===== config.mk =====
export PLATFORM = sky130hd
export DESIGN_NAME = pwm_res_channel
export DESIGN_NICKNAME = d
export VERILOG_FILES = /design/src/rtl/pwm_res_pkg.sv /design/src/rtl/pwm_res_ctrl.sv /design/src/rtl/pwm_res_datapath.sv /design/src/rtl/pwm_res_channel.sv
export SDC_FILE = /design/constraint.sdc
export NUM_CORES = 1
export LEC_CHECK = 0
export BUFFER_PORTS_ARGS = -buffer_cell sky130_fd_sc_hd__buf_2
export CORE_ASPECT_RATIO = 1.2
export CORE_MARGIN = 2
export CORE_UTILIZATION = 38
export CTS_BUF_LIST = sky130_fd_sc_hd__clkbuf_16
export CTS_CLUSTER_SIZE = 40
export DETAILED_ROUTE_END_ITERATION = 10
export MAX_ROUTING_LAYER = met4
export SLEW_MARGIN = 25
export SYNTH_ARGS = -nofsm -noshare
export SYNTH_HDL_FRONTEND = slang
export SYNTH_SLANG_ARGS = --single-unit

===== constraint.sdc =====
create_clock -name clk -period 5.15 [get_ports clk]
set_input_delay 1.03 -clock clk [delete_from_list [all_inputs] [get_ports clk]]
set_output_delay 1.03 -clock clk [all_outputs]
set_load 0.02 [all_outputs]

===== src/rtl/pwm_res_pkg.sv =====
package pwm_res_pkg;

  // Strobes passed from the control module to the datapath
  typedef struct packed {
    logic step;   // advance the frame counter by one
    logic load;   // frame ends: wrap the counter and capture the shadows
  } pwmStrobe_t;

endpackage


===== src/rtl/pwm_res_ctrl.sv =====
module pwm_res_ctrl
  import pwm_res_pkg::*;
#(
  parameter int SEL_W     = 2,
  parameter int BASE_LOG2 = 4
) (
  input  logic             clk,
  input  logic             rstN,
  input  logic [SEL_W-1:0] divSel,
  input  logic             atTop,
  output pwmStrobe_t       strobe
);

  localparam int NUM_DIV = 1 << SEL_W;
  localparam int PRESC_W = BASE_LOG2 + NUM_DIV - 1;

  logic [PRESC_W-1:0] termTbl [NUM_DIV];
  logic [PRESC_W-1:0] prescCnt;
  logic [SEL_W-1:0]   selQ;
  logic               selChanged;
  logic               prescDone;

  // Terminal count for each select value: 2^(BASE_LOG2+g) - 1
  for (genvar g = 0; g < NUM_DIV; g++) begin : g_term
    assign termTbl[g] = {PRESC_W{1'b1}} >> (NUM_DIV - 1 - g);
  end

  assign selChanged = (divSel != selQ);
  assign prescDone  = !selChanged && (prescCnt == termTbl[divSel]);

  always_ff @(posedge clk or negedge rstN) begin
    if (!rstN) begin
      selQ     <= '0;
      prescCnt <= '0;
    end else begin
      selQ <= divSel;
      if (selChanged || prescDone) prescCnt <= '0;
      else                         prescCnt <= prescCnt + 1'b1;
    end
  end

  always_comb begin
    strobe.step = prescDone;
    strobe.load = prescDone && atTop;
  end

  // with a steady select the count stays within that ratio
  p_presc_bound_r1: assert property (@(posedge clk) disable iff (!rstN)
    (divSel == selQ) |-> (prescCnt <= termTbl[divSel]));

  // the smallest ratio is 16, so two steps are never adjacent
  p_step_spacing_r1: assert property (@(posedge clk) disable iff (!rstN)
    strobe.step |=> !strobe.step);

  // a select change restarts the prescaler
  p_restart_r6: assert property (@(posedge clk) disable iff (!rstN)
    (divSel != $past(divSel)) |=> (prescCnt == '0));

  // a frame can end only on a step
  p_load_on_step_r5: assert property (@(posedge clk) disable iff (!rstN)
    strobe.load |-> strobe.step);

endmodule


===== src/rtl/pwm_res_datapath.sv =====
module pwm_res_datapath
  import pwm_res_pkg::*;
#(
  parameter int DATA_W = 8,
  parameter int LOW_W  = 5
) (
  input  logic              clk,
  input  logic              rstN,
  input  pwmStrobe_t        strobe,
  input  logic [DATA_W-1:0] dutyIn,
  input  logic              lowRes,
  output logic              atTop,
  output logic              pwmOut
);

  localparam logic [DATA_W-1:0] FULL_MAX = {DATA_W{1'b1}};
  localparam logic [DATA_W-1:0] LOW_MAX  = {{(DATA_W-LOW_W){1'b0}}, {LOW_W{1'b1}}};

  logic [DATA_W-1:0] frameCnt;
  logic [DATA_W-1:0] dutyQ;
  logic              lowModeQ;
  logic [DATA_W-1:0] effDuty;

  always_ff @(posedge clk or negedge rstN) begin
    if (!rstN) begin
      frameCnt <= '0;
      dutyQ    <= '0;
      lowModeQ <= 1'b0;
    end else if (strobe.load) begin
      frameCnt <= '0;
      dutyQ    <= dutyIn;
      lowModeQ <= lowRes;
    end else if (strobe.step) begin
      frameCnt <= frameCnt + 1'b1;
    end
  end

  assign effDuty = lowModeQ ? (dutyQ & LOW_MAX) : dutyQ;
  assign atTop   = (frameCnt == (lowModeQ ? LOW_MAX : FULL_MAX));
  assign pwmOut  = (frameCnt < effDuty);

  // a low-resolution frame never passes 31
  p_low_range_r2: assert property (@(posedge clk) disable iff (!rstN)
    lowModeQ |-> (frameCnt <= LOW_MAX));

  // the counter holds between steps
  p_count_hold_r1: assert property (@(posedge clk) disable iff (!rstN)
    !strobe.step |=> $stable(frameCnt));

  // the shadows change only when a frame ends
  p_shadow_hold_r5: assert property (@(posedge clk) disable iff (!rstN)
    !strobe.load |=> ($stable(dutyQ) && $stable(lowModeQ)));

  // a full-resolution duty of 255 is low only on the last step
  p_full_duty_r4: assert property (@(posedge clk) disable iff (!rstN)
    (!lowModeQ && dutyQ == FULL_MAX && frameCnt != FULL_MAX) |-> pwmOut);

  // the high bits of the duty have no effect in low resolution
  p_mask_r3: assert property (@(posedge clk) disable iff (!rstN)
    (lowModeQ && dutyQ[LOW_W-1:0] == '0) |-> !pwmOut);

  // the output is low during reset
  always @(posedge clk) begin
    if (!rstN) p_reset_low_r7: assert (!pwmOut);
  end

endmodule


===== src/rtl/pwm_res_channel.sv =====
module pwm_res_channel
  import pwm_res_pkg::*;
#(
  parameter int DATA_W    = 8,
  parameter int LOW_W     = 5,
  parameter int SEL_W     = 2,
  parameter int BASE_LOG2 = 4
) (
  input  logic              clk,
  input  logic              rstN,
  input  logic [SEL_W-1:0]  divSel,
  input  logic              lowRes,
  input  logic [DATA_W-1:0] dutyIn,
  output logic              pwmOut
);

  pwmStrobe_t strobe;
  logic       atTop;

  pwm_res_ctrl #(
    .SEL_W    (SEL_W),
    .BASE_LOG2(BASE_LOG2)
  ) u_ctrl (
    .clk   (clk),
    .rstN  (rstN),
    .divSel(divSel),
    .atTop (atTop),
    .strobe(strobe)
  );

  pwm_res_datapath #(
    .DATA_W(DATA_W),
    .LOW_W (LOW_W)
  ) u_dp (
    .clk   (clk),
    .rstN  (rstN),
    .strobe(strobe),
    .dutyIn(dutyIn),
    .lowRes(lowRes),
    .atTop (atTop),
    .pwmOut(pwmOut)
  );

endmodule


# ---- After elaboration in Yosys (flattened, before gate mapping)
# Index checks and enable logic that the tools add are counted.
dict set report totals {
  in_bits 13
  reg_bits 26
  mem_bits_ro 0
  n_memories 0
  ramBits 0
  latch_bits 0
  out_inout_bits 1
}
dict set report classes {
  eq_ne 3
  order_cmp 2
  reduce_logical 5
  div_mod_pow 0
  addsub 2
  n_mux 8
  n_mul 0
  bitwise_logic 1
  shifts 0
}
# cell count
set op_table {}
lappend op_table {{8-bit 2-to-1 mux} 4}
lappend op_table {{7-bit 2-to-1 mux} 3}
lappend op_table {{7-bit binary-select mux with 2-bit select} 1}
lappend op_table {{8-bit by 1-bit adder with 8-bit output (second input constant)} 1}
lappend op_table {{8-bit equality test} 1}
lappend op_table {{8-bit < comparator} 1}
lappend op_table {{7-bit by 1-bit adder with 7-bit output (second input constant)} 1}
lappend op_table {{7-bit equality test} 1}
lappend op_table {{3-bit greater-or-equal comparator (second input constant)} 1}
lappend op_table {{2-bit NOT with 3-bit output} 1}
lappend op_table {{1-bit logical AND} 2}
lappend op_table {{2-bit != test} 1}
lappend op_table {{2-bit nonzero test} 1}
lappend op_table {{1-bit logical NOT} 1}
lappend op_table {{1-bit logical OR} 1}

# ---- Longest topological paths before layout
dict set report depth {
  ltp_word 8
  depth_mapped 6
}

# ---- Hierarchy
# From an unflattened synthesis, not the netlist that was laid out.
dict set report unflattened {
  hier_cells 134
  hier_area_um2 1375.1
}
# module n_inst seq_area_each_um2 area_per_inst_um2 cells_each
set by_module_without_submodules {}
lappend by_module_without_submodules {pwm_res_datapath 1 425.4 914.6 91}
lappend by_module_without_submodules {pwm_res_ctrl 1 225.2 460.4 43}

# ---- Worst setup path after synthesis
# No wires, ideal clock.
dict set report synth_timing {
  path_kind {input-to-reg}
  from {in divSel[0]}
  to {reg u_dp.dutyQ[0]}
  path_stages 5
  arrival_ns 2.685
  path_slack_ns 2.340
  path_buffers 1
  setup_time_ns 0.125
  path_cell_list {or4bb_1 -> o211a_1 -> buf_6 -> nor4_4 -> mux2_2}
}
dict set report synth_via {
  elab_chain_len 7
  word_cells_on_any_way 9
  classes_between {2 x eq/ne; 3 x mux; 1 x bitwise; 3 x reduce/logical}
}
# item line
set synth_lines {}
lappend synth_lines {{start: declaration} pwm_res_channel.sv:11} ;# input logic [SEL_W-1:0] divSel,
lappend synth_lines {{2-bit NOT with 3-bit output (implied by the code)} pwm_res_ctrl.sv:29} ;# assign prescDone = !selChanged && (prescCnt == termTbl[divSel]);
lappend synth_lines {{7-bit binary-select mux with 2-bit select} pwm_res_ctrl.sv:29}
lappend synth_lines {{7-bit 2-to-1 mux (implied by the code) (2 in a row)} pwm_res_ctrl.sv:29}
lappend synth_lines {{7-bit equality test} pwm_res_ctrl.sv:29}
lappend synth_lines {{1-bit logical AND (*)} pwm_res_ctrl.sv:29}
lappend synth_lines {{1-bit logical AND (*)} pwm_res_ctrl.sv:44} ;# strobe.load = prescDone && atTop;
lappend synth_lines {{end signal: assignment} pwm_res_datapath.sv:31} ;# dutyQ <= dutyIn;
lappend synth_lines {{end: declaration} pwm_res_datapath.sv:20} ;# logic [DATA_W-1:0] dutyQ;
# Every way passes the cells marked *; elsewhere a longest branch is shown, timed or not. The select of a mux whose other input is x is not followed.
# A chain may end at the register's enable or synchronous reset.

# ---- Worst setup path in the final report
dict set report layout_timing {
  from {in divSel[1]}
  to {reg u_dp.dutyQ[0]}
}
# Same word-level chain as after synthesis.

==> flow_summary_export.csv <==
group,metric,value,unit
global_route,grtUsageTotal,0.155,
clock_tree,post_cts_buffers,0,
clock_tree,cts_tree,"built",
global_route,grt_max_degree,27,
synth,synth_area_per_cell,11.2,µm²
detailed_routing,ant_nets,0,
placement,gp_congestion,0.858,
synth,ys_types,32,
cells_and_area,fillers,332,
floorplan,io_pins,14,
detailed_routing,via_count,1041,
critical_path,r2r_start,"u_ctrl.prescCnt[4]$_DFF_PN0_",
clock_tree,numCtsBuffers,3,
detailed_routing,drt_iter0_markers,12,
synth,syn_nets,148,
detailed_routing,vias_per_cell,5.78,
critical_path,r2r-end,"u_dp.dutyQ[0]$_DFFE_PN0P_",
synth,yosysSeqAreaShare,0.462,
synth,netlist.area_leader.share,0.462,
synth,yosysMostFrequentCell,"dfrtp_1",
synth,synth_edf_count,0,
clock_tree,cts_sinks,26,
floorplan,die_height,70.7,µm
critical_path,startpoint,"divSel[1]",
detailed_routing,first_pass_iters,5,
power,power.leakage,0.748,nW
sta,final-hold-violation-count,0,
sta,rsz0062_at_grt,"false",
synth,synthFlopType,"dfrtp_1",
clock_tree,cts_root_buf,"clkbuf_16",
clock_tree,htree_levels,1,
outcome,outcome,"completed",
sta,slew_headroom,0.584,
sta,skew,0.00319,ns
floorplan,core,3600,µm²
synth,postSynth.asyncResetShare,1.00,
sta,min_period,2.84,ns
critical_path,cp_max_fo,9,
floorplan,rows,24,
detailed_routing,drt-total-wl,2680,µm
power,power,0.000454,W
power,cellPowerDensity,283,nW/µm²
sta,finalSetupViolCount,0,
synth,syn_area,1410,µm²
sta,setup_tns,0,ns
critical_path,cp.required,5.30,ns
synth,syn_inst,126,
critical_path,timing.critical_path.to,"u_dp.dutyQ[0]$_DFFE_PN0P_",
sta,tightest_slew,0.620,ns
cells_and_area,post-route-cell-area,1610,µm²
critical_path,r2r_cells,4,
min_path,hold_path.class,"flop to flop",
placement,place_area,1500,µm²
clock_tree,cts-resized-gates,0,
global_route,grt_pass1_vias,1094,
clock_tree,clk_latency,0.26,ns
clock_tree,path_clk_slew,0.07,ns
clock_tree,hold_buffers,0,
sta,period_share,0.552,
global_route,grt_overflow,0,
cells_and_area,drive_gt1_frac,0.213,
detailed_routing,drcViolationCount,0,
detailed_routing,wire_per_inst,14.9,µm
placement,io_buffers,13,
synth,synth-warning-count,0,
critical_path,rrSetupSlack,2.74,ns
run,max_cap_violations,0,
global_route,antenna_found_initial,0,
floorplan,initial_utilization,0.391,
sta,drv_slew,0,
placement,dp.cells,176,
critical_path,critical_path_class,"input port to flop",
placement,dp_hpwl,1900,µm
synth,yosys.area.top_type,"dfrtp_1",
cells_and_area,nets,164,
synth,synth_area_leaders,"dfrtp_1 46%, ha_1 8.0%, mux2_2 8.0%, xnor2_1 4.4%, nand3_1 3.2%",
floorplan,die_w,59.6,µm
synth,synthTopCellsByCount,"26 x dfrtp_1, 10 x mux2_2, 9 x ha_1, 9 x nand3_1",
sta,clock.fmax,352,MHz
floorplan,dieArea,4210,µm²
cells_and_area,stdcell_count,180,
synth,ys_ff_latch,26,
cells_and_area,diodes,0,
cells_and_area,synthToLayoutAreaGrowth,13.9,%
critical_path,end_kind,"flop",
clock_tree,clk_path_buf_depth,2,
critical_path,critPathLaunchType,"input port",
critical_path,crit_arrival,2.99,ns
power,peakVddDrop,146,µV
global_route,grt_pass1_wl,4880,µm
-- layer usage --
layer  share of wire  routed length (µm)  vias up  global-route usage
met4           0.021                  57        0              0.0617
met2            0.53                1410       15               0.263
met3           0.024                  65        8              0.0293
li1                -                   -      490                   -
met5               0                   0        -                   -
met1            0.43                1150      528               0.178
-- stage by stage --
step	hold WS (ns)	util	setup WS (ns)
after CTS	0.468	0.445	2.27
after global routing	0.499	0.445	2.19
final	0.465	0.445	2.31
after floorplan	0.425	-	2.34
after global placement	0.441	0.416	2.08
after detailed placement	0.459	0.416	1.99
-- kinds of logic (layout without fill, tap and decap cells) --
kind of cell | Yosys count | count (layout) | synth area share
adder cells (fa/ha/maj) | 9 | 9 | 0.0799
AND/OR/NAND/NOR | 39 | 39 | 0.168
buffers and inverters | 10 | 25 | 0.0373
AO/OA/AOI/OAI | 20 | 20 | 0.0986
flip-flops | 26 | 26 | 0.462
multiplexers | 10 | 10 | 0.0799
XOR/XNOR | 12 | 12 | 0.0746
-- registers in the layout, summed over array words and instances (netlist names) --
| register | count |
|---|---|
| u_dp.dutyQ | 8 |
| u_dp.frameCnt | 8 |
| u_ctrl.prescCnt | 7 |
| u_ctrl.selQ | 2 |
| u_dp.lowModeQ | 1 |
-- worst min path at each step --
stage	start	end	cells past startpoint
3_3_place_gp	u_ctrl.prescCnt[0]$_DFF_PN0_	u_ctrl.prescCnt[0]$_DFF_PN0_	1
2_1_floorplan	u_ctrl.prescCnt[0]$_DFF_PN0_	u_ctrl.prescCnt[0]$_DFF_PN0_	1
3_5_place_dp	u_ctrl.prescCnt[0]$_DFF_PN0_	u_ctrl.prescCnt[0]$_DFF_PN0_	1
6_report	u_ctrl.prescCnt[0]$_DFF_PN0_	u_ctrl.prescCnt[0]$_DFF_PN0_	1
4_1_cts	u_ctrl.prescCnt[0]$_DFF_PN0_	u_ctrl.prescCnt[0]$_DFF_PN0_	1
5_1_grt	u_ctrl.prescCnt[0]$_DFF_PN0_	u_ctrl.prescCnt[0]$_DFF_PN0_	1
-- final cells by class --
class                   instances  area [µm²]  share of cell area
multi-input cells              90         706               0.440
flip-flops and latches         26         651               0.405
clock buffers                   3        75.1              0.0468
repair buffers                 13        65.1              0.0405
well taps                      39        48.8              0.0304
clock inverters                 1        30.0              0.0187
inverters                       8        30.0              0.0187
-- power breakdown --
part,internal (W),leakage [nW],switching (W),total (W)
combinational,0.00000657,0.355,0.0000115,0.0000181
sequential,0.000206,0.342,0.00000133,0.000208
clock,0.000155,0.0511,0.0000732,0.000228
total,0.000368,0.748,0.0000861,0.000454
-- critical path: stages --
cell and delay [ns]:
buf_2 0.13, or4_1 0.53, o211a_1 0.24, nor4_4 0.64, mux2_2 0.41
-- placed cells by master, fill, tap and decap left out --
cell       instances
and4_1             1
a211oi_1           1
mux2_2            10
a2111oi_0          2
o22ai_1            2
xnor2_1            7
nor2_1             8
or3_2              1
bufinv_16          1
buf_2             13
a21o_1             2
o21ai_0            3
and4b_2            1
nand2b_1           4
a31oi_1            3
nor4_4             1
or4bb_1            1
clkbuf_16          3
nor4_1             1
nor4b_1            1
nand3_1            9
o211ai_1           4
and3_1             4
nand4_1            2
xor2_1             5
or4_1              1
ha_1               9
inv_1              8
nand2_1            3
a21oi_1            1
o31ai_1            1
o211a_1            1
dfrtp_1           26
nor3_1             1
No activity file was read; power rests on OpenSTA's default activity.
